## config.mk

```make
export PLATFORM = sky130hd
export DESIGN_NAME = i2c_bit_engine
export DESIGN_NICKNAME = d
export VERILOG_FILES = /design/src/rtl/i2cbe_pkg.sv /design/src/rtl/i2cbe_line_sync.sv /design/src/rtl/i2cbe_datapath.sv /design/src/rtl/i2cbe_ctrl.sv /design/src/rtl/i2c_bit_engine.sv
export SDC_FILE = /design/constraint.sdc
export NUM_CORES = 1
export LEC_CHECK = 0
export BUFFER_PORTS_ARGS = -buffer_cell sky130_fd_sc_hd__buf_4
export CORE_ASPECT_RATIO = 0.8
export CORE_MARGIN = 4
export CORE_UTILIZATION = 45
export DETAILED_ROUTE_END_ITERATION = 6
export GPL_ROUTABILITY_DRIVEN = 0
export GPL_TIMING_DRIVEN = 0
export HOLD_SLACK_MARGIN = 0.06
export PLACE_DENSITY = 0.72
export SLEW_MARGIN = 20
export SYNTH_ARGS = -nofsm -noshare
export SYNTH_HDL_FRONTEND = slang
export SYNTH_HIERARCHICAL = 1
export SYNTH_SLANG_ARGS = --single-unit
```

## constraint.sdc

```tcl
create_clock -name clk -period 6.3 [get_ports clk]
set_input_delay 1.26 -clock clk [delete_from_list [all_inputs] [get_ports clk]]
set_output_delay 1.26 -clock clk [all_outputs]
set_load 0.02 [all_outputs]
```

## src/rtl/i2cbe_pkg.sv

```systemverilog
package i2cbe_pkg;

  typedef enum logic [1:0] {
    OP_START = 2'd0,
    OP_STOP  = 2'd1,
    OP_WRITE = 2'd2,
    OP_READ  = 2'd3
  } op_e;

  // strobes from control to datapath
  typedef struct packed {
    logic cntClr;    // restart the phase counter
    logic load;      // latch a new operation
    logic sclDrive;  // pull SCL low
    logic sclFree;   // release SCL
    logic sdaLow;    // pull SDA low (start / stop framing)
    logic sdaFree;   // release SDA (start / stop framing)
    logic sdaBit;    // put the current data or acknowledge bit on SDA
    logic sample;    // capture SDA at the end of a high phase
    logic nextSlot;  // advance to the next bit
  } strobe_t;

endpackage

```

## src/rtl/i2cbe_line_sync.sv

```systemverilog
module i2cbe_line_sync #(
  parameter int SYNC_STAGES = 2,
  parameter int FILT_W      = 2
) (
  input  logic              clk,
  input  logic              rstN,
  input  logic              sclIn,
  input  logic              sdaIn,
  input  logic [FILT_W-1:0] filterSel,
  output logic              sclHigh,
  output logic              sdaLevel
);

  logic [SYNC_STAGES-1:0] sclSync;
  logic [SYNC_STAGES-1:0] sdaSync;

  for (genvar g = 0; g < SYNC_STAGES; g++) begin : g_sync
    if (g == 0) begin : g_first
      always_ff @(posedge clk) begin
        if (!rstN) begin
          sclSync[g] <= 1'b1;
          sdaSync[g] <= 1'b1;
        end else begin
          sclSync[g] <= sclIn;
          sdaSync[g] <= sdaIn;
        end
      end
    end else begin : g_next
      always_ff @(posedge clk) begin
        if (!rstN) begin
          sclSync[g] <= 1'b1;
          sdaSync[g] <= 1'b1;
        end else begin
          sclSync[g] <= sclSync[g-1];
          sdaSync[g] <= sdaSync[g-1];
        end
      end
    end
  end

  logic              sclRaw;
  logic              sclFilt;
  logic [FILT_W-1:0] glitchCnt;

  assign sclRaw = sclSync[SYNC_STAGES-1];

  // the filtered level follows only after filterSel+1 agreeing samples
  always_ff @(posedge clk) begin
    if (!rstN) begin
      sclFilt   <= 1'b1;
      glitchCnt <= '0;
    end else if (sclRaw != sclFilt) begin
      if (glitchCnt == filterSel) begin
        sclFilt   <= sclRaw;
        glitchCnt <= '0;
      end else begin
        glitchCnt <= glitchCnt + 1'b1;
      end
    end else begin
      glitchCnt <= '0;
    end
  end

  assign sclHigh  = sclFilt;
  assign sdaLevel = sdaSync[SYNC_STAGES-1];

  p_filter_follows_sync_r3: assert property (@(posedge clk) disable iff (!rstN)
    !$stable(sclFilt) |-> ($past(sclRaw) == sclFilt));

  p_glitch_bound_r3: assert property (@(posedge clk) disable iff (!rstN)
    glitchCnt <= filterSel);

endmodule

```

## src/rtl/i2cbe_datapath.sv

```systemverilog
module i2cbe_datapath
  import i2cbe_pkg::*;
#(
  parameter int DIV_W  = 16,
  parameter int DLY_W  = 8,
  parameter int BYTE_W = 8
) (
  input  logic              clk,
  input  logic              rstN,
  input  strobe_t           strb,
  input  op_e               opCode,
  input  logic [BYTE_W-1:0] opData,
  input  logic              opNack,
  input  logic [DIV_W-1:0]  divider,
  input  logic [DLY_W-1:0]  sdaDelay,
  input  logic              sdaLevel,
  output op_e               curOp,
  output logic              cntEnd,
  output logic              delayHit,
  output logic              lastSlot,
  output logic              sclPullLow,
  output logic              sdaPullLow,
  output logic [BYTE_W-1:0] rxData,
  output logic              rxAck
);

  localparam int CNT_W = $clog2(BYTE_W + 1);

  logic [DIV_W-1:0]  phaseCnt;
  logic [DIV_W-1:0]  dlyExt;
  logic [DIV_W-1:0]  delayEff;
  logic [BYTE_W-1:0] shiftReg;
  logic [CNT_W-1:0]  bitCnt;
  logic              nackQ;

  assign dlyExt   = DIV_W'(sdaDelay);
  assign delayEff = (dlyExt >= divider) ? divider - 1'b1 : dlyExt;
  assign cntEnd   = (phaseCnt >= divider);
  assign delayHit = (phaseCnt == delayEff);
  assign lastSlot = (bitCnt == CNT_W'(BYTE_W));

  always_ff @(posedge clk) begin
    if (!rstN) phaseCnt <= '0;
    else if (strb.cntClr) phaseCnt <= '0;
    else phaseCnt <= phaseCnt + 1'b1;
  end

  always_ff @(posedge clk) begin
    if (!rstN) begin
      curOp    <= OP_START;
      shiftReg <= '0;
      bitCnt   <= '0;
      nackQ    <= 1'b0;
      rxData   <= '0;
      rxAck    <= 1'b1;
    end else if (strb.load) begin
      curOp    <= opCode;
      shiftReg <= opData;
      nackQ    <= opNack;
      bitCnt   <= '0;
    end else begin
      if (strb.sample) begin
        if (lastSlot) begin
          rxAck <= sdaLevel;
        end else if (curOp == OP_READ) begin
          shiftReg <= {shiftReg[BYTE_W-2:0], sdaLevel};
          if (bitCnt == CNT_W'(BYTE_W - 1)) rxData <= {shiftReg[BYTE_W-2:0], sdaLevel};
        end
      end
      if (strb.nextSlot) begin
        bitCnt <= bitCnt + 1'b1;
        if (curOp == OP_WRITE) shiftReg <= {shiftReg[BYTE_W-2:0], 1'b0};
      end
    end
  end

  always_ff @(posedge clk) begin
    if (!rstN) begin
      sclPullLow <= 1'b0;
      sdaPullLow <= 1'b0;
    end else begin
      if (strb.sclDrive) sclPullLow <= 1'b1;
      else if (strb.sclFree) sclPullLow <= 1'b0;

      if (strb.sdaLow) sdaPullLow <= 1'b1;
      else if (strb.sdaFree) sdaPullLow <= 1'b0;
      else if (strb.sdaBit) begin
        if (lastSlot) sdaPullLow <= (curOp == OP_READ) ? !nackQ : 1'b0;
        else sdaPullLow <= (curOp == OP_WRITE) ? !shiftReg[BYTE_W-1] : 1'b0;
      end
    end
  end

  // SDA may move under a released SCL only to frame a start or a stop
  p_sda_framing_r7: assert property (@(posedge clk) disable iff (!rstN)
    (!sclPullLow && !$past(sclPullLow) && !$stable(sdaPullLow))
      |-> (curOp == OP_START || curOp == OP_STOP));

  p_bit_range_r5: assert property (@(posedge clk) disable iff (!rstN)
    bitCnt <= CNT_W'(BYTE_W));

endmodule

```

## src/rtl/i2cbe_ctrl.sv

```systemverilog
module i2cbe_ctrl
  import i2cbe_pkg::*;
(
  input  logic    clk,
  input  logic    rstN,
  input  logic    opValid,
  input  op_e     opCode,
  input  op_e     curOp,
  input  logic    cntEnd,
  input  logic    delayHit,
  input  logic    lastSlot,
  input  logic    sclHigh,
  input  logic    sclPullLow,
  output strobe_t strb,
  output logic    opReady,
  output logic    opDone
);

  typedef enum logic [2:0] {S_IDLE, S_LOW, S_RISE, S_HIGH, S_HOLD} state_e;

  state_e state, nextState;
  logic   doneNext;

  always_comb begin
    strb      = '0;
    nextState = state;
    doneNext  = 1'b0;
    case (state)
      S_IDLE: if (opValid) begin
        strb.load   = 1'b1;
        strb.cntClr = 1'b1;
        nextState   = (opCode == OP_START && !sclPullLow) ? S_RISE : S_LOW;
      end
      S_LOW: begin
        if (delayHit) begin
          case (curOp)
            OP_START: strb.sdaFree = 1'b1;
            OP_STOP:  strb.sdaLow  = 1'b1;
            default:  strb.sdaBit  = 1'b1;
          endcase
        end
        // release only once the feedback has confirmed the line is low
        if (cntEnd && !sclHigh) begin
          strb.sclFree = 1'b1;
          nextState    = S_RISE;
        end
      end
      S_RISE: if (sclHigh) begin
        strb.cntClr = 1'b1;
        nextState   = S_HIGH;
      end
      S_HIGH: if (cntEnd) begin
        strb.cntClr = 1'b1;
        case (curOp)
          OP_START: begin strb.sdaLow  = 1'b1; nextState = S_HOLD; end
          OP_STOP:  begin strb.sdaFree = 1'b1; nextState = S_HOLD; end
          default: begin
            strb.sample   = 1'b1;
            strb.sclDrive = 1'b1;
            if (lastSlot) begin
              doneNext  = 1'b1;
              nextState = S_IDLE;
            end else begin
              strb.nextSlot = 1'b1;
              nextState     = S_LOW;
            end
          end
        endcase
      end
      S_HOLD: if (cntEnd) begin
        doneNext  = 1'b1;
        nextState = S_IDLE;
        if (curOp == OP_START) strb.sclDrive = 1'b1;
      end
      default: nextState = S_IDLE;
    endcase
  end

  always_ff @(posedge clk) begin
    if (!rstN) begin
      state  <= S_IDLE;
      opDone <= 1'b0;
    end else begin
      state  <= nextState;
      opDone <= doneNext;
    end
  end

  assign opReady = (state == S_IDLE);

  p_done_pulse_r9: assert property (@(posedge clk) disable iff (!rstN)
    opDone |=> !opDone);

  p_high_after_feedback_r3: assert property (@(posedge clk) disable iff (!rstN)
    (state == S_HIGH && $past(state) == S_RISE) |-> $past(sclHigh));

  p_release_from_low_r2: assert property (@(posedge clk) disable iff (!rstN)
    $fell(sclPullLow) |-> ($past(state) == S_LOW));

  p_done_to_idle_r9: assert property (@(posedge clk) disable iff (!rstN)
    opDone |-> opReady);

endmodule

```

## src/rtl/i2c_bit_engine.sv

```systemverilog
module i2c_bit_engine
  import i2cbe_pkg::*;
#(
  parameter int DIV_W       = 16,
  parameter int DLY_W       = 8,
  parameter int FILT_W      = 2,
  parameter int SYNC_STAGES = 2,
  parameter int BYTE_W      = 8
) (
  input  logic              clk,
  input  logic              rstN,
  input  logic              opValid,
  input  logic [1:0]        opCode,
  input  logic [BYTE_W-1:0] opData,
  input  logic              opNack,
  input  logic [DIV_W-1:0]  divider,
  input  logic [DLY_W-1:0]  sdaDelay,
  input  logic [FILT_W-1:0] filterSel,
  input  logic              sclIn,
  input  logic              sdaIn,
  output logic              opReady,
  output logic              opDone,
  output logic [BYTE_W-1:0] rxData,
  output logic              rxAck,
  output logic              sclPullLow,
  output logic              sdaPullLow
);

  strobe_t strb;
  op_e     curOp;
  op_e     opKind;
  logic    cntEnd, delayHit, lastSlot, sclHigh, sdaLevel;

  assign opKind = op_e'(opCode);

  i2cbe_line_sync #(.SYNC_STAGES(SYNC_STAGES), .FILT_W(FILT_W)) u_sync (
    .clk(clk), .rstN(rstN), .sclIn(sclIn), .sdaIn(sdaIn),
    .filterSel(filterSel), .sclHigh(sclHigh), .sdaLevel(sdaLevel)
  );

  i2cbe_ctrl u_ctrl (
    .clk(clk), .rstN(rstN), .opValid(opValid), .opCode(opKind), .curOp(curOp),
    .cntEnd(cntEnd), .delayHit(delayHit), .lastSlot(lastSlot), .sclHigh(sclHigh),
    .sclPullLow(sclPullLow), .strb(strb), .opReady(opReady), .opDone(opDone)
  );

  i2cbe_datapath #(.DIV_W(DIV_W), .DLY_W(DLY_W), .BYTE_W(BYTE_W)) u_dp (
    .clk(clk), .rstN(rstN), .strb(strb), .opCode(opKind), .opData(opData),
    .opNack(opNack), .divider(divider), .sdaDelay(sdaDelay), .sdaLevel(sdaLevel),
    .curOp(curOp), .cntEnd(cntEnd), .delayHit(delayHit), .lastSlot(lastSlot),
    .sclPullLow(sclPullLow), .sdaPullLow(sdaPullLow), .rxData(rxData), .rxAck(rxAck)
  );

endmodule

```

* After elaboration in Yosys (flattened, before gate mapping)
Cells that the tools add are included.
Cells by class: div/mod/pow operators 0, order comparisons 2, $add $sub $neg 4, multipliers 0, eq/ne operators 17, shift operators 0, muxes and demuxes 49, reduce and logical (&&, ||, !) cells 19, bitwise gates (word level) 4
Operator list (count):
- $mux 8 | 6
- $mux 1 | 24
- $mux 3 | 7
- $add 16x1->16 const B | 1
- $eq 16x16->1 | 1
- $ge 16x16->1 | 1
- $ge 8x16->1 | 1
- $mux 16 | 1
- $sub 16x1->16 const B | 1
- $pmux 3 s5 | 1
- $mux 2 | 6
- $reduce_and 5->1 | 2
- $eq 3x2->1 const B | 2
- $ne 2x1->1 const B | 3
- $reduce_or 2->1 | 3
- $add 4x1->4 const B | 1
- $eq 2x2->1 const B | 2
- $eq 4x3->1 const B | 1
- $eq 4x4->1 const B | 1
- $logic_not 1->1 | 4
- $logic_not 2->1 | 2
- $ne 2x2->1 const B | 2
- $not 1->1 | 4
- $pmux 1 s2 | 2
- other kinds (15) | 16
Word-level totals: output and inout bits 13, logic and storage cells 112, memories 0, latch bits 0, flip-flop bits (word level) 53, memory bits (read-only) 0, bits of input ports 42, RAM bits 0

* Depth between registers and ports, before layout
depth after elaboration 9, mapped depth 18, gate-level depth less buffers 17

* Hierarchy
The synthesis kept the hierarchy.
By module, submodules not included:
- i2cbe_datapath | instances 1, cells each 353, seq. area each 840.8 µm², area an instance 2995.4 µm²
- i2cbe_ctrl | instances 1, cells each 59, seq. area each 80.1 µm², area an instance 432.9 µm²
- i2cbe_line_sync | instances 1, cells each 21, seq. area each 140.1 µm², area an instance 232.7 µm²

* Worst setup path before layout
No wires, ideal clock.
kind input-to-reg, start input port divider[0], end register u_dp.shiftReg[1], path buffers 1, cell stages on the path 17, setup slack 1670 ps, arrival 4515 ps, required time 6185 ps, setup time 115 ps, cell sequence ha_1 > nand2b_1 > a21o_1 > a21o_1 > a21o_1 > a21o_1 > a21o_1 > a211oi_1 > o41ai_1 > clkbuf_1 > and4_1 > nor2b_1 > nand2_1 > o21ai_1 > mux2i_1 > o21ai_0 > and2_1
RTL lines:
- start: declaration | line i2c_bit_engine.sv:16 | input logic [DIV_W-1:0] divider,
- end signal: assignment | line i2cbe_datapath.sv:58 | shiftReg <= opData;
- end signal: assignment | line i2cbe_datapath.sv:66 | shiftReg <= {shiftReg[BYTE_W-2:0], sdaLevel};
- end signal: assignment | line i2cbe_datapath.sv:72 | if (curOp == OP_WRITE) shiftReg <= {shiftReg[BYTE_W-2:0], 1'b0};
- end: declaration | line i2cbe_datapath.sv:32 | logic [BYTE_W-1:0] shiftReg;

==> qor.yml <==
outcome: "finished, final reports clean"
met3_usage: 0.0343
setup_viol: 0
maxSlewHeadroom: 0.448
yosys_register_bits: 53
grt_util_met1: 0.257
p_per_area_mw_per_mm2: 194
setup_tns_ns: 0
finalHoldViolCount: 0
drive_above_1_share: 0.160
ant_nets: 0
fp.dieH_um: 88.7
synth_edf_count: 0
vdd_drop_max_mv: 0.144
clock_latency_ns: 0.31
routedWlPerCell_um: 13.9
cp.required_ns: 6.51
hold_path_class: "register to register"
avgSynthCellArea_um2: 8.45
drc: 0
synth_cell_types: 60
crit_arrival_ns: 5.50
fin_skew_ns: 0.00735
worst_setup_path_end_kind: "register"
initialDrtViolationCount: 172
use_met2: 0.296
fin_crit_sh: 0.839
clk_pin_slew_ns: 0.10
core_mm2: 0.00791
ys.warnings.count: 6
io_buffers: 54
synth_nets: 503
synth-simple-area-share: 0.256
ys_async_sr_fraction: 0
clock-root-buffer: "clkbuf_8"
overflow: 0
grt_pass1_vias: 3066
hpwl_um: 6590
cts_setup_buffers: 0
synthMuxAreaShare: 0.0684
grt_pass1_wl_um: 14300
fmax_mhz: 189
final_common_cell: "buf_4"
antenna_found_initial: 0
most-common-layout-cells: "buf_4, dfxtp_1, nor2_1"
synth-xor-area-share: 0.0933
tightest_slew_ns: 0.823
nets: 564
syn2layout_area_growth_pct: 18.1
cts_buffers: 5
num_vias: 3235
timing.setup.critical_path_class: "input pin to register"
crit_path_start_kind: "input pin"
grt_start_max_net_pins: 18
syn_area_mm2: 0.00366
hold_buffers: 0
firstDrtPassIters: 6
die_area_mm2: 0.00965
hold_ws_ns: 0.410
seq_area_frac_synth: 0.290
row_count: 29
cts_sinks: 53
io_pins: 55
synth_top_family_by_area: "simple AND/OR/NAND/NOR gates"
cts_tree: "done"
viasPerCell: 5.36
synth-main-ff-cell: "dfxtp_1"
final_max_slew_viol_count: 0
max_cap_viol_count: 0
initial_core_util: 0.463
synth_compound_area_frac: 0.145
netlist_instances: 433
drt_wl_total_um: 8390
critical_path.max_fanout: 10
min_period_ns: 5.29
synth_adder_area_share: 0.0957
die_x_um: 109
leakagePower_nw: 1.77
rsz0062_at_grt: "false"
h-tree-depth: 2
cts-resized-gates: 0
diodes: 0
top_usage_layer: "met2"
cts_max_path_buffers: 2
grt_util_all_layers: 0.183
-- worst max-delay path: stages --
cell and delay [ns]:
buf_4 0.14, ha_1 0.27, nand2b_1 0.10, a21o_1 0.11
a21o_1 0.10, a21o_1 0.12, a21o_1 0.12, a21o_1 0.13
a211oi_1 0.08, o41ai_1 0.66, clkbuf_1 0.40, and4_1 0.31
nor2b_1 0.40, nand2_1 0.12, o21ai_1 0.67, mux2i_1 0.26
o21ai_0 0.09, and2_1 0.17
-- cells in the mapped netlist (4+ instances only) --
cell type	instances	area [µm²]
a21o_1	9	67.6
ha_1	28	350
nand3b_1	4	30.0
o21ai_0	14	70.1
nand4_1	8	50.1
a211oi_1	6	45.0
nor3_1	8	40.0
nor2_1	40	150
inv_1	26	97.6
nand2b_1	14	87.6
and2_1	9	56.3
nand3_1	17	85.1
nand2_1	27	101
mux2i_1	25	250
xor2_1	16	140
dfxtp_1	53	1060
xnor2_1	23	201
nor2b_1	17	106
or3_1	4	25.0
a21oi_1	13	65.1
clkbuf_1	14	52.6
-- metrics by stage --
| step | instance area [µm²] | total power [mW] | utilization | setup WS, ns | cells |
|---|---|---|---|---|---|
| after floorplan | 3660 | 0.529 | - | 1.67 | 433 |
| after global placement | 4200 | 0.595 | 0.531 | 0.753 | 595 |
| after detailed placement | 4200 | 0.600 | 0.531 | 0.716 | 595 |
| after CTS | 4330 | 0.847 | 0.547 | 1.01 | 603 |
| after global routing | 4330 | 0.896 | 0.547 | 0.685 | 603 |
| final | 4330 | 0.841 | 0.547 | 1.01 | 603 |
-- metal layers --
layer  share of wire  up-vias
met5               0        -
met4          0.0093        0
li1                -     1639
met2            0.47       85
met1            0.47     1501
met3           0.052       10
-- where the power goes --
group / leakage, nW / internal (mW) / switching (mW)
combinational: 1.28 / 0.102 / 0.122
clock: 0.0633 / 0.132 / 0.113
sequential: 0.431 / 0.354 / 0.0175
total: 1.77 / 0.588 / 0.253
-- cells by family (layout without fill, tap and decap cells) --
kind of cell | after synthesis | in the layout
compound gates | 74 | 74
xor+xnor | 39 | 39
fa+ha+maj | 28 | 28
buf+inv | 44 | 106
flops | 53 | 53
mux | 25 | 25
simple gates | 170 | 170
-- flip-flops by register name, indices dropped and copies added (netlist names) --
signal and cells:
u_dp/phaseCnt 16, u_dp/rxData 8, u_dp/shiftReg 8, u_dp/bitCnt 4
u_ctrl/state 3, u_dp/curOp 2, u_sync/glitchCnt 2, u_ctrl/opDone 1
u_dp/nackQ 1, u_dp/rxAck 1, u_dp/sclPullLow 1, u_dp/sdaPullLow 1
u_sync/sclHigh 1, u_sync/sclRaw 1, u_sync/sclSync 1, u_sync/sdaLevel 1
u_sync/sdaSync 1
-- path summary, 6_finish.rpt --
path / from / end / slack (ns) / depth (start not counted)
max: divider[0] / u_dp/shiftReg[5] / 1.01 / 18
min reg2reg: u_sync/sdaSync[0] / u_sync/sdaLevel / 0.41 / 1
min: u_sync/sdaSync[0] / u_sync/sdaLevel / 0.41 / 1
max reg2reg: u_dp/phaseCnt[0] / u_dp/shiftReg[5] / 1.54 / 18
-- area by class of cell --
cell class	instances	area, µm²
Fill cell	759	3580
Multi-Input combinational cell	336	2410
Sequential cell	53	1060
Timing Repair Buffer	54	405
Tap cell	108	135
Inverter	26	97.6
Buffer	18	91.3
Clock buffer	6	82.6
Clock inverter	2	41.3
Power figures use the tool's default switching activity.
